==> src/rtl/f2i_pkg.sv <==
package f2i_pkg;
  typedef struct packed {
    logic capture;
    logic rndNear;
    logic rndFloor;
    logic scaleEn;
    logic satOn;
  } ctlStrobe_t;
endpackage

==> src/rtl/f2i_ctrl.sv <==
module f2i_ctrl
  import f2i_pkg::*;
(
  input  logic       clk,
  input  logic       rst_n,
  input  logic       inValid,
  input  logic       opTrunc,
  input  logic       modeFloor,
  input  logic       useScale,
  input  logic       satEn,
  output ctlStrobe_t strobe,
  output logic       outValid
);
  always_comb begin
    strobe.capture  = inValid;
    strobe.rndNear  = !opTrunc && !modeFloor;
    strobe.rndFloor = !opTrunc && modeFloor;
    strobe.scaleEn  = useScale;
    strobe.satOn    = satEn;
  end

  always_ff @(posedge clk) begin
    if (!rst_n) outValid <= 1'b0;
    else        outValid <= inValid;
  end
endmodule

==> src/rtl/f2i_datapath.sv <==
module f2i_datapath
  import f2i_pkg::*;
#(
  parameter int EXP_W   = 8,
  parameter int MAN_W   = 23,
  parameter int OUT_W   = 32,
  parameter int SCALE_W = 32
) (
  input  logic                     clk,
  input  logic                     rst_n,
  input  ctlStrobe_t               ctl,
  input  logic [EXP_W+MAN_W:0]     fpIn,
  input  logic [SCALE_W-1:0]       scaleIn,
  output logic [OUT_W-1:0]         result,
  output logic                     flagZero,
  output logic                     flagUnder,
  output logic                     flagNeg,
  output logic                     flagOver,
  output logic                     flagInvalid
);
  localparam int FW      = 1 + EXP_W + MAN_W;
  localparam int MW      = MAN_W + 1;
  localparam int EW      = SCALE_W + 2;
  localparam int BIAS    = (1 << (EXP_W - 1)) - 1;
  localparam int ZERO_SH = BIAS + MAN_W;
  localparam int OVF_LIM = BIAS + OUT_W - 2;
  localparam int RCLAMP  = MW + 2;
  localparam int LW      = OUT_W + MW;
  localparam int SHW     = $clog2(LW + 1);
  localparam int RSW     = $clog2(RCLAMP + 1);
  localparam logic signed [EW-1:0] ZERO_S = EW'(ZERO_SH);
  localparam logic signed [EW-1:0] OVF_S  = EW'(OVF_LIM);
  localparam logic signed [EW-1:0] BIAS_S = EW'(BIAS);
  localparam logic signed [EW-1:0] LIML_S = EW'(OUT_W);
  localparam logic signed [EW-1:0] LIMR_S = EW'(RCLAMP);

  logic               sgn, isNan, isInf, isTiny;
  logic [EXP_W-1:0]   expF;
  logic [MAN_W-1:0]   fracF;
  logic [MW-1:0]      mant;
  logic signed [EW-1:0] effExp, lshS, rshS;
  logic               overRange, belowOne, leftMode;
  logic [SHW-1:0]     shL;
  logic [RSW-1:0]     shR;
  logic [LW-1:0]      wideL;
  logic [2*MW+1:0]    rext;
  logic [MW-1:0]      intPart;
  logic               guardBit, stickyBit, roundUp;
  logic [OUT_W-1:0]   mag, signedVal, clampVal, nextRes;
  logic               nextUnder, nextOver, nextInvalid;

  assign sgn    = fpIn[FW-1];
  assign expF   = fpIn[FW-2 -: EXP_W];
  assign fracF  = fpIn[MAN_W-1:0];
  assign isNan  = (&expF) && (|fracF);
  assign isInf  = (&expF) && !(|fracF);
  assign isTiny = !(|expF);
  assign mant   = {1'b1, fracF};

  always_comb begin
    effExp = $signed({{(EW-EXP_W){1'b0}}, expF});
    if (ctl.scaleEn)
      effExp = effExp + $signed({{2{scaleIn[SCALE_W-1]}}, scaleIn});
  end

  assign overRange = effExp > OVF_S;
  assign belowOne  = effExp < BIAS_S;
  assign leftMode  = effExp >= ZERO_S;
  assign lshS      = effExp - ZERO_S;
  assign rshS      = ZERO_S - effExp;

  // left path: exact integer, wrapping above the output width
  assign shL   = (lshS >= LIML_S) ? SHW'(OUT_W) : lshS[SHW-1:0];
  assign wideL = {{OUT_W{1'b0}}, mant} << shL;

  // right path: integer part with guard and sticky bits
  assign shR       = (rshS >= LIMR_S) ? RSW'(RCLAMP) : rshS[RSW-1:0];
  assign rext      = {mant, {RCLAMP{1'b0}}} >> shR;
  assign intPart   = rext[2*MW+1 -: MW];
  assign guardBit  = rext[MW+1];
  assign stickyBit = |rext[MW:0];

  always_comb begin
    roundUp = 1'b0;
    if (ctl.rndNear)       roundUp = guardBit && (stickyBit || intPart[0]);
    else if (ctl.rndFloor) roundUp = sgn && (guardBit || stickyBit);
  end

  assign mag       = leftMode ? wideL[OUT_W-1:0]
                              : OUT_W'(intPart) + OUT_W'(roundUp);
  assign signedVal = sgn ? (~mag + 1'b1) : mag;
  assign clampVal  = sgn ? {1'b1, {(OUT_W-1){1'b0}}} : {1'b0, {(OUT_W-1){1'b1}}};

  always_comb begin
    nextRes     = signedVal;
    nextUnder   = 1'b0;
    nextOver    = 1'b0;
    nextInvalid = 1'b0;
    if (isNan) begin
      nextRes     = '1;
      nextInvalid = 1'b1;
    end else if (isInf) begin
      nextRes     = clampVal;
      nextOver    = 1'b1;
      nextInvalid = !ctl.satOn;
    end else if (isTiny) begin
      nextRes = '0;
    end else if (overRange) begin
      nextOver    = 1'b1;
      nextInvalid = !ctl.satOn;
      if (ctl.satOn) nextRes = clampVal;
    end else begin
      nextUnder = belowOne;
    end
  end

  always_ff @(posedge clk) begin
    if (!rst_n) begin
      result      <= '0;
      flagZero    <= 1'b0;
      flagUnder   <= 1'b0;
      flagNeg     <= 1'b0;
      flagOver    <= 1'b0;
      flagInvalid <= 1'b0;
    end else if (ctl.capture) begin
      result      <= nextRes;
      flagZero    <= (nextRes == '0);
      flagUnder   <= nextUnder;
      flagNeg     <= nextRes[OUT_W-1];
      flagOver    <= nextOver;
      flagInvalid <= nextInvalid;
    end
  end
endmodule

==> src/rtl/f2i_convert.sv <==
module f2i_convert
  import f2i_pkg::*;
#(
  parameter int EXP_W   = 8,
  parameter int MAN_W   = 23,
  parameter int OUT_W   = 32,
  parameter int SCALE_W = 32
) (
  input  logic                 clk,
  input  logic                 rst_n,
  input  logic                 inValid,
  input  logic                 opTrunc,
  input  logic                 modeFloor,
  input  logic                 useScale,
  input  logic                 satEn,
  input  logic [EXP_W+MAN_W:0] fpIn,
  input  logic [SCALE_W-1:0]   scaleIn,
  output logic                 outValid,
  output logic [OUT_W-1:0]     result,
  output logic                 flagZero,
  output logic                 flagUnder,
  output logic                 flagNeg,
  output logic                 flagOver,
  output logic                 flagInvalid
);
  ctlStrobe_t strobe;

  f2i_ctrl u_ctrl (
    .clk(clk), .rst_n(rst_n), .inValid(inValid), .opTrunc(opTrunc),
    .modeFloor(modeFloor), .useScale(useScale), .satEn(satEn),
    .strobe(strobe), .outValid(outValid)
  );

  f2i_datapath #(
    .EXP_W(EXP_W), .MAN_W(MAN_W), .OUT_W(OUT_W), .SCALE_W(SCALE_W)
  ) u_dp (
    .clk(clk), .rst_n(rst_n), .ctl(strobe), .fpIn(fpIn), .scaleIn(scaleIn),
    .result(result), .flagZero(flagZero), .flagUnder(flagUnder),
    .flagNeg(flagNeg), .flagOver(flagOver), .flagInvalid(flagInvalid)
  );
endmodule

==> config.mk <==
export PLATFORM = sky130hd
export DESIGN_NAME = f2i_convert
export DESIGN_NICKNAME = d
export VERILOG_FILES = /design/src/rtl/f2i_pkg.sv /design/src/rtl/f2i_ctrl.sv /design/src/rtl/f2i_datapath.sv /design/src/rtl/f2i_convert.sv
export SDC_FILE = /design/constraint.sdc
export NUM_CORES = 1
export LEC_CHECK = 0
export ABC_AREA = 1
export BUFFER_PORTS_ARGS = -buffer_cell sky130_fd_sc_hd__clkbuf_2
export CORE_ASPECT_RATIO = 0.7
export CORE_UTILIZATION = 35
export DETAILED_ROUTE_END_ITERATION = 12
export PLACE_DENSITY = 0.61
export SETUP_SLACK_MARGIN = 0.4
export SYNTH_ARGS = -nofsm -noshare
export SYNTH_HDL_FRONTEND = slang
export SYNTH_SLANG_ARGS = --single-unit
==> constraint.sdc <==
create_clock -name clk -period 20.1 [get_ports clk]
set_input_delay 1.005 -clock clk [delete_from_list [all_inputs] [get_ports clk]]
set_output_delay 1.005 -clock clk [all_outputs]
set_load 0.05 [all_outputs]
==> flow_summary.json, run 1 <==
{
  "syn_area_um2": 11400,
  "power_density_nw_per_um2": 54.8,
  "rr_worst_depth": 2,
  "worstPathMaxFanout": 31,
  "path_clk_slew_ns": 0.06,
  "crit_type": "primary input to flip-flop",
  "endpoint_kind": "flip-flop",
  "min_from": "u_dp.flagInvalid",
  "layout-drive-gt1-share_pct": 12.9,
  "grt_usage_pct": 27.8,
  "final_antenna_net_count": 0,
  "die_y_um": 153,
  "ir_drop_mv": 0.0679,
  "ff2ff_setup_slack_ns": 19.37,
  "root_buffer": "clkbuf_16",
  "holdPathEnd": "u_dp.flagInvalid",
  "grt_pass1_vias": 13100,
  "postSynthCellCount": 2280,
  "min_period_over_period_pct": 49.9,
  "cts_hold_buf": 0,
  "clock_skew_ns": 0,
  "setup_tns_ns": 0,
  "critPathLaunchType": "primary input",
  "max_cap_violations": 0,
  "io_buffer_count": 108,
  "drc": 0,
  "post-place-ws_ns": 10.04,
  "rr_endpoint": "u_dp.result[4]",
  "rows": 54,
  "cp_slowest_stage_delay_ns": 0.66,
  "outcome": "finished, final reports clean",
  "synth_cell_types": 55,
  "wl_per_cell_um": 17.6,
  "crit_arrival_ns": 10.24,
  "gp_congestion": 1.04,
  "synth_warnings": 0,
  "routed_wl_mm": 48.2,
  "cts_tree": "built",
  "final_nets": 2405,
  "syn2layout_area_growth_pct": 7.39,
  "synthesis.nets": 2368,
  "finalHoldViolations": 0,
  "slew_viol_final": 0,
  "cts_buffers": 5,
  "cts-resized-gates": 0,
  "routed-via-count": 15400,
  "die_area_um2": 33400,
  "setup_ws_ns": 10.07,
  "hpwl_mm": 39.9,
  "overflow": 0,
  "synth-seq-cells": 37,
  "finalCriticalPeriod_ns": 10.03,
  "core_area_um2": 31600,
  "slew_headroom_pct": 34.5,
  "crit_slowest_cell": "inv_2",
  "setup_viol": 0,
  "hold_ws_ns": 0.475,
  "start_util_pct": 36.1,
  "ys_seq_area_share_pct": 6.48,
  "hold_depth": 2,
  "fmax_mhz": 99.7,
  "reg2reg_from": "u_dp.result[4]",
  "drtIter0Drc": 2497,
  "htreeDepth": 2,
  "vias_per_cell": 5.64,
  "rsz0062_at_grt": "false",
  "synth.avg_cell_area_um2": 5.01,
  "finalPower_uw": 673,
  "cts_sinks": 37,
  "worstSkewPairLatency_ns": 0.28,
  "postCtsSetupBuffers": 0,
  "antenna_found_initial": 1,
  "dieWidth_um": 218,
  "crit_top_cell": "nand2_1",
  "fill_cells": 3661,
  "min_path_type": "flip-flop to flip-flop",
  "ios": 109,
  "cts_max_path_buffers": 2,
  "leakage_nw": 6.54,
  "grt_max_degree": 49,
  "required_ns": 20.31,
  "worst_slew_pin_slew_ns": 0.981,
  "grt_pass1_wl_mm": 74.0,
  "dr.pass1.iters": 6
}
## worst max path at each step
stage	start	to	slack (ns)
2_1_floorplan	fpIn[23]	u_dp.flagZero	12.59
3_3_place_gp	fpIn[23]	u_dp.flagZero	10.04
3_5_place_dp	fpIn[23]	u_dp.flagZero	10.04
4_1_cts	fpIn[23]	u_dp.flagZero	10.31
5_1_grt	fpIn[23]	u_dp.flagZero	9.07
6_report	fpIn[23]	u_dp.flagZero	10.07
## cell type report
cell class	instances	area, um2	area share [%]
multi-input combinational	1916	9320	75.9
inverter	238	893	7.28
sequential	37	741	6.03
timing repair buffer	119	623	5.08
tap	420	526	4.28
clock buffer	7	143	1.16
clock inverter	1	30.0	0.245
antenna	1	2.50	0.0204
## placed cells by master, fill, tap and decap left out, types with 3 or more instances in the layout
cell       count
a21oi_1       64
a21oi_2        3
a31oi_1        5
and2_1         3
buf_4         11
clkbuf_16      5
clkbuf_2     108
clkinv_1       6
dfxtp_1       37
ha_1          16
inv_1        208
inv_2         24
mux2i_1        8
nand2_1      801
nand2_2       41
nand2_4        5
nand3_1      345
nand3_2       23
nand3_4        3
nand3b_1      17
nand4_1       73
nand4_2        4
nor2_1       219
nor2_2        39
nor2_4        17
nor3_1        15
nor4_1         7
o211ai_1      12
o21ai_0      114
o21ai_1       21
o21bai_1       3
o221a_2        3
o31ai_1        3
or2_2          7
xnor2_1        3
xor2_1        23
## per-stage QoR
step                instance area, um2  std cells  utilization, %
floorplan                        11400       2280               -
global placement                 12100       2730            38.3
detailed placement               12100       2730            38.3
CTS                              12300       2738            38.8
global route                     12300       2739            38.8
finish                           12300       2739            38.8
## per-layer routing
metal | global-route usage, % | share of wire (%) | up-vias
met3 | 4.64 | 13 | 31
met5 | 0 | 0 | -
met2 | 36.1 | 36 | 930
li1 | - | - | 7522
met4 | 1.90 | 0.50 | 0
met1 | 47.0 | 50 | 6954
## synthesized netlist by cell type (all sizes together)
cell,count,area [um2]
a2111oi,1,8.76
a211oi,1,7.51
a21oi,67,347
a311oi,1,8.76
a31oi,5,31.3
a41o,1,10.0
and2,3,18.8
and3,1,6.26
buf,57,365
clkbuf,32,120
clkinv,6,22.5
dfxtp,37,741
fa,1,20.0
ha,16,200
inv,232,871
mux2i,8,80.1
nand2,847,3320
nand3,371,2010
nand3b,17,128
nand4,77,507
nor2,276,1270
nor3,17,95.1
nor3b,2,15.0
nor4,7,43.8
o2111a,1,11.3
o211ai,12,90.1
o21ai,137,689
o21bai,3,22.5
o221a,3,33.8
o221ai,2,17.5
o31ai,3,22.5
o41ai,1,8.76
or2,9,56.3
xnor2,3,26.3
xor2,23,201
## where the power goes
part	total, mW	internal [mW]	switching, mW
Sequential	0.0845	0.0804	0.00410
Clock	0.0916	0.0620	0.0296
Combinational	0.496	0.131	0.365
## state kept, by name, indices dropped and copies added (netlist names)
signal and count:
u_dp.flagUnder 1, u_ctrl.outValid 1, u_dp.flagInvalid 1, u_dp.flagOver 1, u_dp.flagZero 1, u_dp.result 32
## critical path: cells and delay by family
family          cells  cell delay (ns)
buf+inv             7             1.17
simple gates       40             5.08
fa+ha+maj           6             1.62
compound gates      8             1.29
## cells by family (layout without fill, tap and decap cells)
kind of cell,after synthesis,after routing,share of synthesized area (%)
xor gates and xnor gates,26,26,1.99
adders and majority gates,17,17,1.93
muxes,8,8,0.701
AOI/OAI and AO/OA,238,238,11.5
DFF,37,37,6.48
other,0,1,0
buffers and inverters,327,365,12.1
and+or+nand+nor,1627,1627,65.4
Note: power is estimated with default switching activity, not from simulation.
==> run 2: changes to the inputs <==
==> constraint.sdc (replaced) <==
create_clock -name clk -period 10.25 [get_ports clk]
set_input_delay 0.5125 -clock clk [delete_from_list [all_inputs] [get_ports clk]]
set_output_delay 0.5125 -clock clk [all_outputs]
set_load 0.05 [all_outputs]
==> run 2 against run 1 <==
  * Die area is the same
  * Worst hold slack better by 0.0036 ns
  * Critical endpoint unchanged
  * Power is 92% higher
  * Design area up 0.38%
  * First-iteration DRC count down 9.0%
==> flow_summary.json, run 2 (synthesis gave the netlist of run 1 again) <==
{
  "cts_sinks": 37,
  "final_antenna_net_count": 0,
  "io_buffer_count": 108,
  "rsz0062_at_grt": "false",
  "gp_congestion": 1.05,
  "htreeDepth": 2,
  "drtIter0Drc": 2272,
  "cts_buffers": 5,
  "slew_headroom_pct": 35.0,
  "required_ns": 10.46,
  "worst_slew_pin_slew_ns": 0.968,
  "post-place-ws_ns": 0.804,
  "clock_skew_ns": 0,
  "rows": 54,
  "min_period_over_period_pct": 87.7,
  "hpwl_mm": 39.5,
  "wl_per_cell_um": 17.6,
  "dr.pass1.iters": 8,
  "grt_pass1_vias": 13300,
  "largest_register_ffs": 32,
  "power_density_nw_per_um2": 105,
  "overflow": 0,
  "cts_max_path_buffers": 2,
  "top_register": "u_dp.result",
  "antenna_found_initial": 1,
  "place_inst": 2733,
  "worstSkewPairLatency_ns": 0.28,
  "ios": 109,
  "routed_wl_mm": 48.3,
  "slew_viol_final": 0,
  "finalHoldViolations": 0,
  "max_cap_violations": 0,
  "layoutNonFillerInstCount": 2745,
  "final_cell_mix": "801 x nand2_1, 345 x nand3_1, 219 x nor2_1",
  "vias_per_cell": 5.67,
  "fmax_mhz": 111,
  "finalCriticalPeriod_ns": 8.99,
  "setup_tns_ns": 0,
  "syn2layout_area_growth_pct": 7.79,
  "grt_max_degree": 49,
  "cts_tree": "built",
  "outcome": "finished, final reports clean",
  "drc": 0,
  "die_y_um": 153,
  "endpoint_kind": "flip-flop",
  "worstPathMaxFanout": 32,
  "start_util_pct": 36.1,
  "setup_ws_ns": 1.26,
  "postCtsSetupBuffers": 0,
  "critPathLaunchType": "primary input",
  "grt_usage_pct": 27.5,
  "dieWidth_um": 218,
  "cp_slowest_stage_delay_ns": 0.44,
  "routed-via-count": 15600,
  "fin_util_pct": 39.0,
  "die_area_um2": 33400,
  "crit_arrival_ns": 9.20,
  "leakage_nw": 6.55,
  "crit_type": "primary input to flip-flop",
  "final_common_cell": "nand2_1",
  "min_path_type": "flip-flop to flip-flop",
  "crit_slowest_cell": "inv_2",
  "root_buffer": "clkbuf_16",
  "core_area_um2": 31600,
  "path_clk_slew_ns": 0.06,
  "layout-drive-gt1-share_pct": 13.2,
  "final_nets": 2411,
  "setup_viol": 0,
  "ir_drop_mv": 0.104,
  "crit_top_cell": "nand2_1",
  "grt_pass1_wl_mm": 73.4
}
## run 2: per-layer routing
| layer | track usage, % | routed length (um) |
|---|---|---|
| met2 | 35.1 | 17500 |
| met5 | 0 | 0 |
| met1 | 44.1 | 22700 |
| met4 | 3.73 | 652 |
| met3 | 8.20 | 7390 |
## run 2: worst max-delay path: cells and delay by family
kind	cells	cell delay (ns)
buf+inv	7	0.98
compound gates	6	1.10
fa+ha+maj	6	1.62
simple gates	39	4.95
## run 2: power breakdown
| part | switching [mW] | internal (mW) | total [mW] |
|---|---|---|---|
| registers | 0.00813 | 0.158 | 0.166 |
| clock network | 0.0616 | 0.0891 | 0.151 |
| logic | 0.715 | 0.261 | 0.977 |
## run 2: final timing paths
kind                                       from  cells after the start         endpoint  slack, ns
worst max register to register  u_dp.result[31]                      4  u_dp.result[31]       9.55
worst min register to register    u_dp.flagOver                      2    u_dp.flagOver       0.48
worst min-delay path              u_dp.flagOver                      2    u_dp.flagOver       0.48
worst max-delay path                   fpIn[23]                     58    u_dp.flagZero       1.26
## run 2: area by class of cell
type | instances | area, um2
fill | 3627 | 19300
multi-input combinational | 1919 | 9360
inverter | 238 | 896
sequential | 37 | 741
timing repair buffer | 122 | 649
tap | 420 | 526
clock buffer | 5 | 125
clock inverter | 3 | 17.5
antenna | 1 | 2.50
## run 2: through the flow
step                      instance area [um2]  total power [mW]  hold WS [ns]
after detailed placement                12100              1.10         0.467
after floorplan                         11400             0.868         0.651
after global placement                  12100              1.10         0.469
after global routing                    12300              1.39         0.498
after CTS                               12300              1.25         0.480
final                                   12300              1.29         0.478
## run 2: timing repair
item	CTS	global route
gates resized for setup	0	7
hold buffers	0	0
setup endpoints to repair	0	18
